File: src/rtl/flash_cmd_pkg.sv
package flash_cmd_pkg;
  typedef enum logic [2:0] {
    ST_IDLE, ST_UNL1, ST_UNL2, ST_PSET, ST_ESET1, ST_ESET2, ST_ESET3, ST_WAIT
  } dec_state_e;

  typedef struct packed {
    logic unl_a;
    logic unl_b;
    logic set_prog;
    logic set_erase;
    logic fin_sect;
    logic fin_chip;
  } step_hit_t;
endpackage

File: src/rtl/flash_cmd_match.sv
module flash_cmd_match
  import flash_cmd_pkg::*;
#(
  parameter int ADDR_W = 18,
  parameter int DATA_W = 8,
  parameter int KEY_W  = 11,
  parameter logic [KEY_W-1:0]  KEY_A = 11'h555,
  parameter logic [KEY_W-1:0]  KEY_B = 11'h2AA,
  parameter logic [DATA_W-1:0] C_UNL_A = 8'hAA,
  parameter logic [DATA_W-1:0] C_UNL_B = 8'h55,
  parameter logic [DATA_W-1:0] C_PROG  = 8'hA0,
  parameter logic [DATA_W-1:0] C_ERASE = 8'h80,
  parameter logic [DATA_W-1:0] C_SECT  = 8'h30,
  parameter logic [DATA_W-1:0] C_CHIP  = 8'h10
) (
  input  logic [ADDR_W-1:0] addr_i,
  input  logic [DATA_W-1:0] data_i,
  output step_hit_t         hit_o
);
  logic at_a, at_b;

  assign at_a = (addr_i[KEY_W-1:0] == KEY_A);
  assign at_b = (addr_i[KEY_W-1:0] == KEY_B);

  always_comb begin
    hit_o.unl_a     = at_a && (data_i == C_UNL_A);
    hit_o.unl_b     = at_b && (data_i == C_UNL_B);
    hit_o.set_prog  = at_a && (data_i == C_PROG);
    hit_o.set_erase = at_a && (data_i == C_ERASE);
    hit_o.fin_sect  = (data_i == C_SECT);
    hit_o.fin_chip  = at_a && (data_i == C_CHIP);
  end
endmodule

File: src/rtl/flash_cmd_fsm.sv
module flash_cmd_fsm
  import flash_cmd_pkg::*;
(
  input  logic       clk_i,
  input  logic       rst_ni,
  input  logic       wr_i,
  input  logic       busy_i,
  input  logic       done_i,
  input  step_hit_t  hit_i,
  output dec_state_e state_o,
  output logic       fire_prog_o,
  output logic       fire_sect_o,
  output logic       fire_chip_o
);
  dec_state_e state_q, state_d;
  logic       accept;

  // writes count only outside busy and outstanding operation
  assign accept = wr_i && !busy_i && (state_q != ST_WAIT);

  always_comb begin
    state_d     = state_q;
    fire_prog_o = 1'b0;
    fire_sect_o = 1'b0;
    fire_chip_o = 1'b0;
    if (state_q == ST_WAIT) begin
      if (done_i) state_d = ST_IDLE;
    end else if (accept) begin
      state_d = ST_IDLE;
      unique case (state_q)
        ST_IDLE:  if (hit_i.unl_a) state_d = ST_UNL1;
        ST_UNL1:  if (hit_i.unl_b) state_d = ST_UNL2;
        ST_UNL2: begin
          if (hit_i.set_prog)       state_d = ST_PSET;
          else if (hit_i.set_erase) state_d = ST_ESET1;
        end
        ST_PSET: begin
          state_d     = ST_WAIT;
          fire_prog_o = 1'b1;
        end
        ST_ESET1: if (hit_i.unl_a) state_d = ST_ESET2;
        ST_ESET2: if (hit_i.unl_b) state_d = ST_ESET3;
        ST_ESET3: begin
          if (hit_i.fin_chip) begin
            state_d     = ST_WAIT;
            fire_chip_o = 1'b1;
          end else if (hit_i.fin_sect) begin
            state_d     = ST_WAIT;
            fire_sect_o = 1'b1;
          end
        end
        default: state_d = ST_IDLE;
      endcase
    end
  end

  always_ff @(posedge clk_i or negedge rst_ni) begin
    if (!rst_ni) state_q <= ST_IDLE;
    else         state_q <= state_d;
  end

  assign state_o = state_q;

  a_r6_busy_hold: assert property (@(posedge clk_i) disable iff (!rst_ni)
    (busy_i && state_q != ST_WAIT) |=> $stable(state_q));

  a_r5_mismatch_idle: assert property (@(posedge clk_i) disable iff (!rst_ni)
    (state_q == ST_UNL1 && wr_i && !busy_i && !hit_i.unl_b) |=> state_q == ST_IDLE);
endmodule

File: src/rtl/flash_cmd_hold.sv
module flash_cmd_hold #(
  parameter int W = 8
) (
  input  logic         clk_i,
  input  logic         rst_ni,
  input  logic         load_i,
  input  logic         clr_i,
  input  logic [W-1:0] d_i,
  output logic [W-1:0] q_o
);
  always_ff @(posedge clk_i or negedge rst_ni) begin
    if (!rst_ni)     q_o <= '0;
    else if (load_i) q_o <= d_i;
    else if (clr_i)  q_o <= '0;
  end
endmodule

File: src/rtl/flash_cmd_decoder.sv
module flash_cmd_decoder
  import flash_cmd_pkg::*;
#(
  parameter int ADDR_W = 18,
  parameter int DATA_W = 8,
  parameter int SECT_W = 3
) (
  input  logic              clk_i,
  input  logic              rst_ni,
  input  logic              wr_i,
  input  logic [ADDR_W-1:0] addr_i,
  input  logic [DATA_W-1:0] data_i,
  input  logic              busy_i,
  input  logic              done_i,
  output logic              read_mode_o,
  output logic              prog_req_o,
  output logic              erase_req_o,
  output logic              op_chip_o,
  output logic [ADDR_W-1:0] op_addr_o,
  output logic [DATA_W-1:0] op_data_o,
  output logic [SECT_W-1:0] op_sector_o
);
  localparam int HOLD_W = ADDR_W + DATA_W + 1;

  step_hit_t   hit;
  dec_state_e  state;
  logic        fire_prog, fire_sect, fire_chip, fire_any;
  logic        release_op;
  logic [HOLD_W-1:0] hold_q;

  flash_cmd_match #(.ADDR_W(ADDR_W), .DATA_W(DATA_W)) u_match (
    .addr_i (addr_i),
    .data_i (data_i),
    .hit_o  (hit)
  );

  flash_cmd_fsm u_fsm (
    .clk_i       (clk_i),
    .rst_ni      (rst_ni),
    .wr_i        (wr_i),
    .busy_i      (busy_i),
    .done_i      (done_i),
    .hit_i       (hit),
    .state_o     (state),
    .fire_prog_o (fire_prog),
    .fire_sect_o (fire_sect),
    .fire_chip_o (fire_chip)
  );

  assign fire_any   = fire_prog | fire_sect | fire_chip;
  assign release_op = (state == ST_WAIT) && done_i;

  flash_cmd_hold #(.W(HOLD_W)) u_hold (
    .clk_i  (clk_i),
    .rst_ni (rst_ni),
    .load_i (fire_any),
    .clr_i  (release_op),
    .d_i    ({fire_chip, addr_i, data_i}),
    .q_o    (hold_q)
  );

  always_ff @(posedge clk_i or negedge rst_ni) begin
    if (!rst_ni) begin
      prog_req_o  <= 1'b0;
      erase_req_o <= 1'b0;
    end else begin
      prog_req_o  <= fire_prog;
      erase_req_o <= fire_sect | fire_chip;
    end
  end

  assign read_mode_o = (state != ST_WAIT);
  assign op_chip_o   = hold_q[HOLD_W-1];
  assign op_addr_o   = hold_q[ADDR_W+DATA_W-1:DATA_W];
  assign op_data_o   = hold_q[DATA_W-1:0];
  assign op_sector_o = op_addr_o[ADDR_W-1 -: SECT_W];

  a_r10_req_exclusive: assert property (@(posedge clk_i) disable iff (!rst_ni)
    $onehot0({prog_req_o, erase_req_o}));

  a_r2_prog_single: assert property (@(posedge clk_i) disable iff (!rst_ni)
    prog_req_o |=> !prog_req_o);

  a_r7_hold_stable: assert property (@(posedge clk_i) disable iff (!rst_ni)
    (state == ST_WAIT && !done_i) |=> ($stable(op_addr_o) && $stable(op_data_o) && !read_mode_o));

  a_r8_release: assert property (@(posedge clk_i) disable iff (!rst_ni)
    (state == ST_WAIT && done_i) |=> (read_mode_o && op_addr_o == '0 && op_data_o == '0));
endmodule

File: config.mk
export PLATFORM = sky130hd
export DESIGN_NAME = flash_cmd_decoder
export DESIGN_NICKNAME = d
export VERILOG_FILES = /design/src/rtl/flash_cmd_pkg.sv /design/src/rtl/flash_cmd_match.sv /design/src/rtl/flash_cmd_fsm.sv /design/src/rtl/flash_cmd_hold.sv /design/src/rtl/flash_cmd_decoder.sv
export SDC_FILE = /design/constraint.sdc
export NUM_CORES = 1
export LEC_CHECK = 0
export ABC_AREA = 1
export CORE_MARGIN = 2
export CORE_UTILIZATION = 55
export CTS_CLUSTER_DIAMETER = 60
export DETAILED_ROUTE_END_ITERATION = 16
export DONT_BUFFER_PORTS = 1
export PLACE_DENSITY = 0.81
export SLEW_MARGIN = 40
export SYNTH_ARGS = -nofsm -noshare
export SYNTH_HDL_FRONTEND = slang
export SYNTH_HIERARCHICAL = 1
export SYNTH_SLANG_ARGS = --single-unit
export TNS_END_PERCENT = 20
File: constraint.sdc
create_clock -name clk_i -period 1.93 [get_ports clk_i]
set_input_delay 0.2895 -clock clk_i [delete_from_list [all_inputs] [get_ports clk_i]]
set_output_delay 0.2895 -clock clk_i [all_outputs]
set_load 0.02 [all_outputs]
==> results by group, run 1 <==
Finish
  – Layout cell share with drive strength beyond 1: 0.1341
  – Nets: 277
  – FF+latch area: 800.8 um2
  – # fillers: 271
  – Most frequent cells in the layout: 120 x nand2_1, 32 x dfrtp_1, 26 x nor2_1
  – Core Util, Final: 0.6167
  – Multi-input logic area: 784.5 um2
  – Most common cell after layout, fill and taps aside: nand2_1
  – Ant diodes: 0
  – Layout area overhead: 7.558%
  – Non-Filler Instances: 279

Clock tree
  – Worst-path clk slew: 0.09 ns
  – CTS H-Tree Depth: 2
  – CTS Sinks: 32
  – Max Root-Sink Buffers: 2
  – Clock latency at the later pin of the worst-skew pair: 0.32 ns
  – Clock root buffer: clkbuf_4
  – CTS tree: yes
  – Inserted Clock Buffers: 5

Critical path
  – Critical path class: reg2reg
  – CP Data Required Time: 2.19 ns
  – Crit Path Max Fanout: 23
  – Worst R2R End: u_hold/q_o[19]
  – CP endpoint kind: flip-flop
  – Path depth of the worst reg2reg path: 12
  – Startpoint Class: flip-flop
  – Data arrival, critical path: 1.98 ns
  – Flop-to-flop setup slack: 0.21 ns
  – Worst R2R Start: u_fsm/state_o[0]
  – CP endpoint: u_hold/q_o[19]
  – CP startpoint: u_fsm/state_o[0]

STA
  – Final setup viols: 0
  – F_max: 0.5816 GHz
  – Crit share post-route: 0.8909
  – Clock skew: 0.008233 ns
  – Pins Over Slew Limit: 0
  – Slew @ Worst Pin: 0.5929 ns
  – Setup_tns: 0 ns
  – RSZ-0062 raised after global routing: false
  – Max-slew headroom: 0.6033
  – Final hold viol count: 0
  – Fin crit period: 1.719 ns

Drt
  – Post-route antenna net violation count: 0
  – Residual DRC count: 0
  – Via/cell ratio: 5.122
  – DRT Wirelength: 3655 um
  – Routed length per instance: 13.10 um
  – DR vias: 1429
  – Drt first pass iters: 4
  – Initial drt markers: 73

Synth
  – Syn Area/Cell: 7.144 um2
  – Top-area cell type share of the netlist area: 0.4651
  – Synth Instances: 241
  – Mapped cell area: 1722 um2
  – Post-synthesis sequential area ratio: 0.4651
  – Synth top area cells: dfrtp_1 47%, nand2_1 26%, nor2_1 5.7%, inv_1 4.6%, nand3_1 2.3%
  – Synthesized flop and latch total: 32
  – Yosys warning total: 6
  – Post-synth net total: 272
  – Largest area contributor in the netlist: dfrtp_1
  – Synth cell types: 19

Flow run
  – Max Cap Viol: 0

Global routing
  – Antenna violations before repair: 0
  – Total track usage: 0.2180
  – Vias in the first global route: 1349
  – First-pass GRT wire length: 5706 um
  – Largest net degree at the start of global routing: 33
  – Total gr overflow: 0

Worst hold path
  – Hold Path Class: in2reg

Die
  – Die width: 59.95 um
  – Core ar.: 3003 um2
  – Die height: 59.95 um
  – Die Area: 3594 um2
  – Row count: 20
  – Initial Utilization: 0.5733
  – Io pins: 64

Power
  – VDD IR-drop max: 0.0004235 V
  – Pleak: 1.057 nW
  – Pwr dens: 614.7 nW/um2

Placed design
  – I/O Buffers: 0
  – Post-DP HPWL: 2597 um
  – # placed instances: 269
  – GPL Wtd Cong: 0.8237

Outcome
  – Status: completed
## registers in the layout (all words and copies together) (netlist names)
| signal | count |
|---|---|
| u_hold/q_o | 27 |
| u_fsm/state_o | 3 |
| erase_req_o | 1 |
| prog_req_o | 1 |
## through the flow
step,instance area [um2],total power (W),hold WS (ns),setup slack (ns)
floorplan,1722,0.0007137,-0.006091,0.2587
global placement,1732,0.0007168,-0.005498,0.1204
detailed placement,1732,0.0007177,-0.005422,0.03983
CTS,1827,0.001156,0.06132,0.1304
global route,1852,0.001207,0.05159,0.02205
finish,1852,0.001138,0.07246,0.2105
## layer usage
layer | up-vias | part of all wire | global-route usage
met5 | - | 0 | 0
met3 | 6 | 0.095 | 0.09957
met2 | 50 | 0.47 | 0.3727
li1 | 723 | - | -
met4 | 0 | 0.015 | 0.07619
met1 | 650 | 0.42 | 0.2366
## power breakdown
part             switching, W  total (W)  internal [W]
logic               0.0000338  0.0000532     0.0000193
clock network        0.000209   0.000415      0.000206
registers      0.000000000188   0.000670      0.000670
total                0.000243    0.00114      0.000895
## cells in the mapped netlist, drive strengths merged
| library cell | instances |
|---|---|
| nand2 | 126 |
| nor3 | 3 |
| buf | 8 |
| dfrtp | 32 |
| nand3 | 10 |
| clkinv | 1 |
| or2 | 1 |
| inv | 24 |
| nor2b | 1 |
| nor4 | 1 |
| nor2 | 34 |
## critical path, cell delays in order, from the launching register on
cell and delay, ns:
dfrtp_1 0.47, nand2_2 0.10, clkinv_2 0.06, nand2_2 0.08, nand2_4 0.07, inv_2 0.09, nand2_1 0.05, nor2_1 0.16
inv_1 0.10, nand2_4 0.15, buf_12 0.17, nand2_1 0.07, nand2_1 0.07
## final cells by class
cell class | count | share of cell area
clock buffer | 7 | 0.03514
inverter | 25 | 0.05135
multi-input combinational | 177 | 0.4236
sequential | 32 | 0.4324
tap | 33 | 0.02230
timing repair buffer | 5 | 0.03514
## how the worst min path moves through the flow
stage	startpoint	end	slack, ns	depth (start not counted)
after CTS	addr_i[3]	u_hold/q_o[11]	0.06	2
final	data_i[7]	u_hold/q_o[7]	0.07	2
after floorplan	rst_ni	erase_req_o	-0.006	0
after global placement	rst_ni	u_hold/q_o[20]	-0.005	0
after detailed placement	rst_ni	u_hold/q_o[20]	-0.005	0
after global routing	data_i[0]	u_hold/q_o[0]	0.05	2
## kinds of logic (layout without fill, tap and decap cells)
logic type / Yosys count / count (layout) / synth area share
DFF: 32 / 32 / 0.4651
and+or+nand+nor: 176 / 177 / 0.4411
buffers and inverters: 33 / 37 / 0.09375
## what timing repair did
action / in CTS / in global routing
gates resized for setup: 0 / 3
buffers inserted: 0 / 0
setup endpoints to repair: 0 / 27
hold buffers: 2 / 0
endpoints found under the hold margin: 32 / 0
(Power assumes the default switching activity.)
==> run 2: changes to the inputs <==
--- a/config.mk
+++ b/config.mk
@@ -7,11 +7,11 @@
 export LEC_CHECK = 0
 export ABC_AREA = 1
 export CORE_MARGIN = 2
-export CORE_UTILIZATION = 55
+export CORE_UTILIZATION = 38
 export CTS_CLUSTER_DIAMETER = 60
 export DETAILED_ROUTE_END_ITERATION = 16
 export DONT_BUFFER_PORTS = 1
-export PLACE_DENSITY = 0.81
+export PLACE_DENSITY_LB_ADDON = 0.15
 export SLEW_MARGIN = 40
 export SYNTH_ARGS = -nofsm -noshare
 export SYNTH_HDL_FRONTEND = slang
==> results by group, run 2 (synthesized netlist as in run 1, its figures left out) <==
Worst hold path
  – Hold Path Class: in2reg
  – Worst-case hold path end point: u_hold/q_o[1]
  – HP Start: data_i[1]
  – WHS Path Cells: 2

Critical path
  – Crit Path Max Fanout: 27
  – CP startpoint: u_fsm/state_o[2]
  – Worst R2R Start: u_fsm/state_o[2]
  – Data arrival, critical path: 1.93 ns
  – CP endpoint kind: flip-flop
  – Worst R2R End: u_hold/q_o[9]
  – Critical path class: reg2reg
  – Path depth of the worst reg2reg path: 7
  – Flop-to-flop setup slack: 0.22 ns
  – CP Data Required Time: 2.15 ns
  – Startpoint Class: flip-flop

STA
  – Fin crit period: 1.706 ns
  – Max-slew headroom: 0.6233
  – Clock skew: 0.007724 ns
  – Pins Over Slew Limit: 0
  – PnR worst setup slack: 0.2236 ns
  – Hold WS: 0.1231 ns
  – Slew @ Worst Pin: 0.5630 ns
  – RSZ-0062 raised after global routing: false
  – Setup_tns: 0 ns
  – Final setup viols: 0
  – Final hold viol count: 0
  – F_max: 0.5860 GHz
  – Crit share post-route: 0.8841

Power
  – Internal: 0.0009794 W
  – Psw: 0.0002764 W
  – VDD IR-drop max: 0.0003138 V
  – Pwr dens: 663.4 nW/um2
  – Sw Share: 0.2201
  – Clock network power share: 0.424
  – Pwr Total: 0.001256 W
  – Sequential power share: 0.534
  – Pleak: 1.063 nW
  – Gate power share: 0.042

Drt
  – DRT Wirelength: 3915 um
  – Drt first pass iters: 4
  – DR vias: 1400
  – Via/cell ratio: 4.682
  – Post-route antenna net violation count: 0
  – Residual DRC count: 0
  – Routed length per instance: 13.09 um
  – Initial drt markers: 44

Die
  – Core ar.: 4354 um2
  – Io pins: 64
  – Row count: 24
  – Die height: 71.31 um
  – Die width: 71.31 um
  – Die Area: 5085 um2
  – Initial Utilization: 0.3954

Clock tree
  – CTS tree: yes
  – CTS Sinks: 32
  – Clock latency at the later pin of the worst-skew pair: 0.28 ns
  – Inserted Clock Buffers: 5
  – Post-CTS Setup Inserts: 0
  – Max Root-Sink Buffers: 2
  – Clock root buffer: clkbuf_8
  – Worst-path clk slew: 0.07 ns
  – CTS H-Tree Depth: 2

Global routing
  – Vias in the first global route: 1380
  – First-pass GRT wire length: 6389 um
  – Total track usage: 0.1593
  – Antenna violations before repair: 0
  – Total gr overflow: 0
  – Largest net degree at the start of global routing: 33

Finish
  – Most flop-heavy register: u_hold/q_o
  – Layout cell share with drive strength beyond 1: 0.1296
  – Core Util, Final: 0.4348
  – FF+latch area: 800.8 um2
  – Most common cell after layout, fill and taps aside: nand2_1
  – Ant diodes: 0
  – # fillers: 462
  – Layout area overhead: 9.957%
  – Multi-input logic area: 773.2 um2
  – Most frequent cells in the layout: 120 x nand2_1, 32 x dfrtp_1, 26 x nor2_1
  – Nets: 277
  – Max reg flops: 27

Placed design
  – GPL Wtd Cong: 0.7946
  – Place WS: 0.04129 ns
  – I/O Buffers: 0
  – Post-DP HPWL: 2800 um

Outcome
  – Status: completed

Flow run
  – Max Cap Viol: 0
run 2: critical path, stage by stage (launching register included):
cell,delay (ns)
dfrtp_1,0.48
nand3_1,0.19
nor4_1,0.33
nor2_1,0.10
nand2_2,0.20
buf_12,0.20
nand2_1,0.07
nand2_1,0.07
run 2: worst max path at each step:
stage,slack [ns],depth (start not counted),endpoint
3_5_place_dp,0.04,10,u_hold/q_o[13]
3_3_place_gp,0.11,10,u_hold/q_o[15]
6_report,0.22,7,u_hold/q_o[9]
2_1_floorplan,0.26,12,u_hold/q_o[23]
5_1_grt,0.02,12,u_hold/q_o[9]
4_1_cts,0.17,12,u_hold/q_o[13]
run 2: power by group through the flow:
stage	Clock [W]	Combinational, W	Sequential (W)
finish	0.000533	0.0000527	0.000671
global route	0.000581	0.0000612	0.000670
CTS	0.000551	0.0000547	0.000670
detailed placement	0	0.0000342	0.000683
global placement	0	0.0000343	0.000683
floorplan	0	0.0000303	0.000683
run 2: routing by layer:
layer | track usage | up-vias | wire [um]
met2 | 0.2428 | 51 | 1728
met3 | 0.07032 | 7 | 379
met5 | 0 | - | 0
met1 | 0.1980 | 618 | 1746
met4 | 0.06499 | 0 | 60
li1 | - | 724 | -
run 2: repair_timing:
item                                   in CTS  in global routing
endpoints found under the hold margin      32                  0
setup endpoints to repair                   0                 15
hold buffers                                2                  0
resized for setup                           0                  1
run 2: per-stage QoR:
stage          area, um2  cells
2_1_floorplan       1722    241
3_3_place_gp        1755    288
3_5_place_dp        1755    288
4_1_cts             1879    298
5_1_grt             1893    299
6_report            1893    299
run 2: area by class of cell:
cell class,instances,area share
flip-flops and latches,32,0.4230
repair buffers,5,0.03437
clock buffers,7,0.04560
inverters,25,0.05023
well taps,52,0.03437
clock inverters,1,0.003966
multi-input cells,177,0.4085
==> run 3: changes to the inputs <==
--- a/config.mk
+++ b/config.mk
@@ -12,6 +12,7 @@
 export DETAILED_ROUTE_END_ITERATION = 16
 export DONT_BUFFER_PORTS = 1
 export PLACE_DENSITY_LB_ADDON = 0.15
+export REMOVE_ABC_BUFFERS = 1
 export SLEW_MARGIN = 40
 export SYNTH_ARGS = -nofsm -noshare
 export SYNTH_HDL_FRONTEND = slang
==> results by group, run 3 (synthesized netlist as in run 1, its figures left out) <==
Critical path
  – Critical path class: reg2reg
  – CP endpoint kind: flip-flop
  – Startpoint Class: flip-flop
  – Crit Path Max Fanout: 14
  – Data arrival, critical path: 1.94 ns
  – Worst R2R End: u_hold/q_o[0]
  – CP Data Required Time: 2.15 ns
  – Flop-to-flop setup slack: 0.21 ns
  – Worst R2R Start: u_fsm/state_o[0]
  – CP startpoint: u_fsm/state_o[0]
  – Path depth of the worst reg2reg path: 12

Clock tree
  – Max Root-Sink Buffers: 2
  – CTS H-Tree Depth: 2
  – Inserted Clock Buffers: 5
  – Post-CTS Setup Inserts: 0
  – CTS Sinks: 32
  – Clock root buffer: clkbuf_8
  – Worst-path clk slew: 0.07 ns
  – CTS tree: yes
  – Clock latency at the later pin of the worst-skew pair: 0.28 ns

Finish
  – Core Util, Final: 0.4414
  – Nets: 277
  – FF+latch area: 802.0 um2
  – Multi-input logic area: 773.2 um2
  – Layout cell share with drive strength beyond 1: 0.1377
  – Layout area overhead: 11.63%
  – Max reg flops: 27
  – Ant diodes: 0
  – Most frequent cells in the layout: 120 x nand2_1, 31 x dfrtp_1, 26 x nor2_1
  – Most flop-heavy register: u_hold/q_o
  – # fillers: 453
  – Non-Filler Instances: 299
  – Most common cell after layout, fill and taps aside: nand2_1

STA
  – Slew @ Worst Pin: 0.5954 ns
  – Max-slew headroom: 0.6016
  – RSZ-0062 raised after global routing: false
  – Clock skew: 0.006632 ns
  – Pins Over Slew Limit: 0
  – Final setup viols: 0
  – Crit share post-route: 0.8892
  – Fin crit period: 1.716 ns
  – Final hold viol count: 0
  – F_max: 0.5827 GHz

Drt
  – DR vias: 1393
  – Drt first pass iters: 4
  – Residual DRC count: 0
  – Via/cell ratio: 4.659
  – Initial drt markers: 79
  – Post-route antenna net violation count: 0
  – Routed length per instance: 13.35 um
  – DRT Wirelength: 3991 um

Worst hold path
  – Worst-case hold path end point: u_hold/q_o[12]
  – Hold Path Class: in2reg
  – WHS Path Cells: 2
  – HP Start: addr_i[4]

Placed design
  – # placed instances: 288
  – Post-DP HPWL: 2796 um
  – GPL Wtd Cong: 0.7823
  – I/O Buffers: 0

Global routing
  – Antenna violations before repair: 0
  – Total track usage: 0.1643
  – First-pass GRT wire length: 6506 um
  – Largest net degree at the start of global routing: 33
  – Total gr overflow: 0
  – Vias in the first global route: 1373

Die
  – Io pins: 64
  – Core ar.: 4354 um2
  – Die height: 71.31 um
  – Initial Utilization: 0.3954
  – Die width: 71.31 um
  – Die Area: 5085 um2
  – Row count: 24

Power
  – VDD IR-drop max: 0.0002531 V
  – Pwr Total: 0.001432 W
  – Pleak: 1.080 nW
  – Pwr dens: 745.2 nW/um2

Flow run
  – Max Cap Viol: 0

Outcome
  – Status: completed
[run 3: cell count changes in the layout (fill, tap and decap cells not counted)]
cell	previous run	this run
clkbuf_1	1	0
dfrtp_1	32	31
buf_12	2	1
buf_6	0	2
clkinvlp_4	1	0
clkbuf_8	6	7
dfrtp_2	0	1
bufinv_16	0	1
buf_4	2	1
[run 3: area by class of cell]
type	instances	area share
Sequential cell	32	0.4173
Tap cell	52	0.03385
Clock buffer	7	0.05013
Clock inverter	1	0.01563
Multi-Input combinational cell	177	0.4023
Timing Repair Buffer	5	0.03125
Inverter	25	0.04948
[run 3: worst max-delay path by stage]
stage,end,slack [ns]
after floorplan,u_hold/q_o[23],-0.09
after global placement,u_hold/q_o[19],0.12
after detailed placement,u_hold/q_o[0],0.07
after CTS,u_hold/q_o[24],0.13
after global routing,u_hold/q_o[4],0.02
final,u_hold/q_o[0],0.21
[run 3: where the power goes]
part	switching (W)	internal, W	leakage (nW)
clock	0.000252	0.000456	0.0645
sequential	0.000000000199	0.000670	0.446
combinational	0.0000350	0.0000194	0.570
[run 3: critical path: stages, from the launching register on]
cell      delay [ns]
dfrtp_2         0.46
nand2_2         0.08
clkinv_2        0.07
nand2_2         0.08
nand2_4         0.07
inv_2           0.08
nand2_1         0.05
nor2_1          0.16
inv_1           0.07
nand2_2         0.20
buf_6           0.20
nand2_1         0.06
nand2_1         0.06
[run 3: timing repair]
action,4_1_cts,5_1_grt
endpoints found under the setup margin,0,27
resized for setup,0,4
hold buffers,2,0
hold endpoints to repair,32,0
[run 3: through the flow]
stage	setup WS (ns)	cell area (um2)	TNS, ns	hold slack [ns]
2_1_floorplan	-0.09484	1655	-2.502	-0.006091
3_3_place_gp	0.1190	1743	0	-0.005465
3_5_place_dp	0.07294	1743	0	-0.005359
4_1_cts	0.1281	1899	0	0.1132
5_1_grt	0.02244	1922	0	0.1109
6_report	0.2138	1922	0	0.1218
[run 3: routing by layer]
metal	global-route usage	routed length, um	vias to the layer above
met5	0	0	-
met4	0.07128	54	0
met3	0.06892	433	5
met2	0.2377	1698	45
met1	0.2156	1805	620
li1	-	-	723
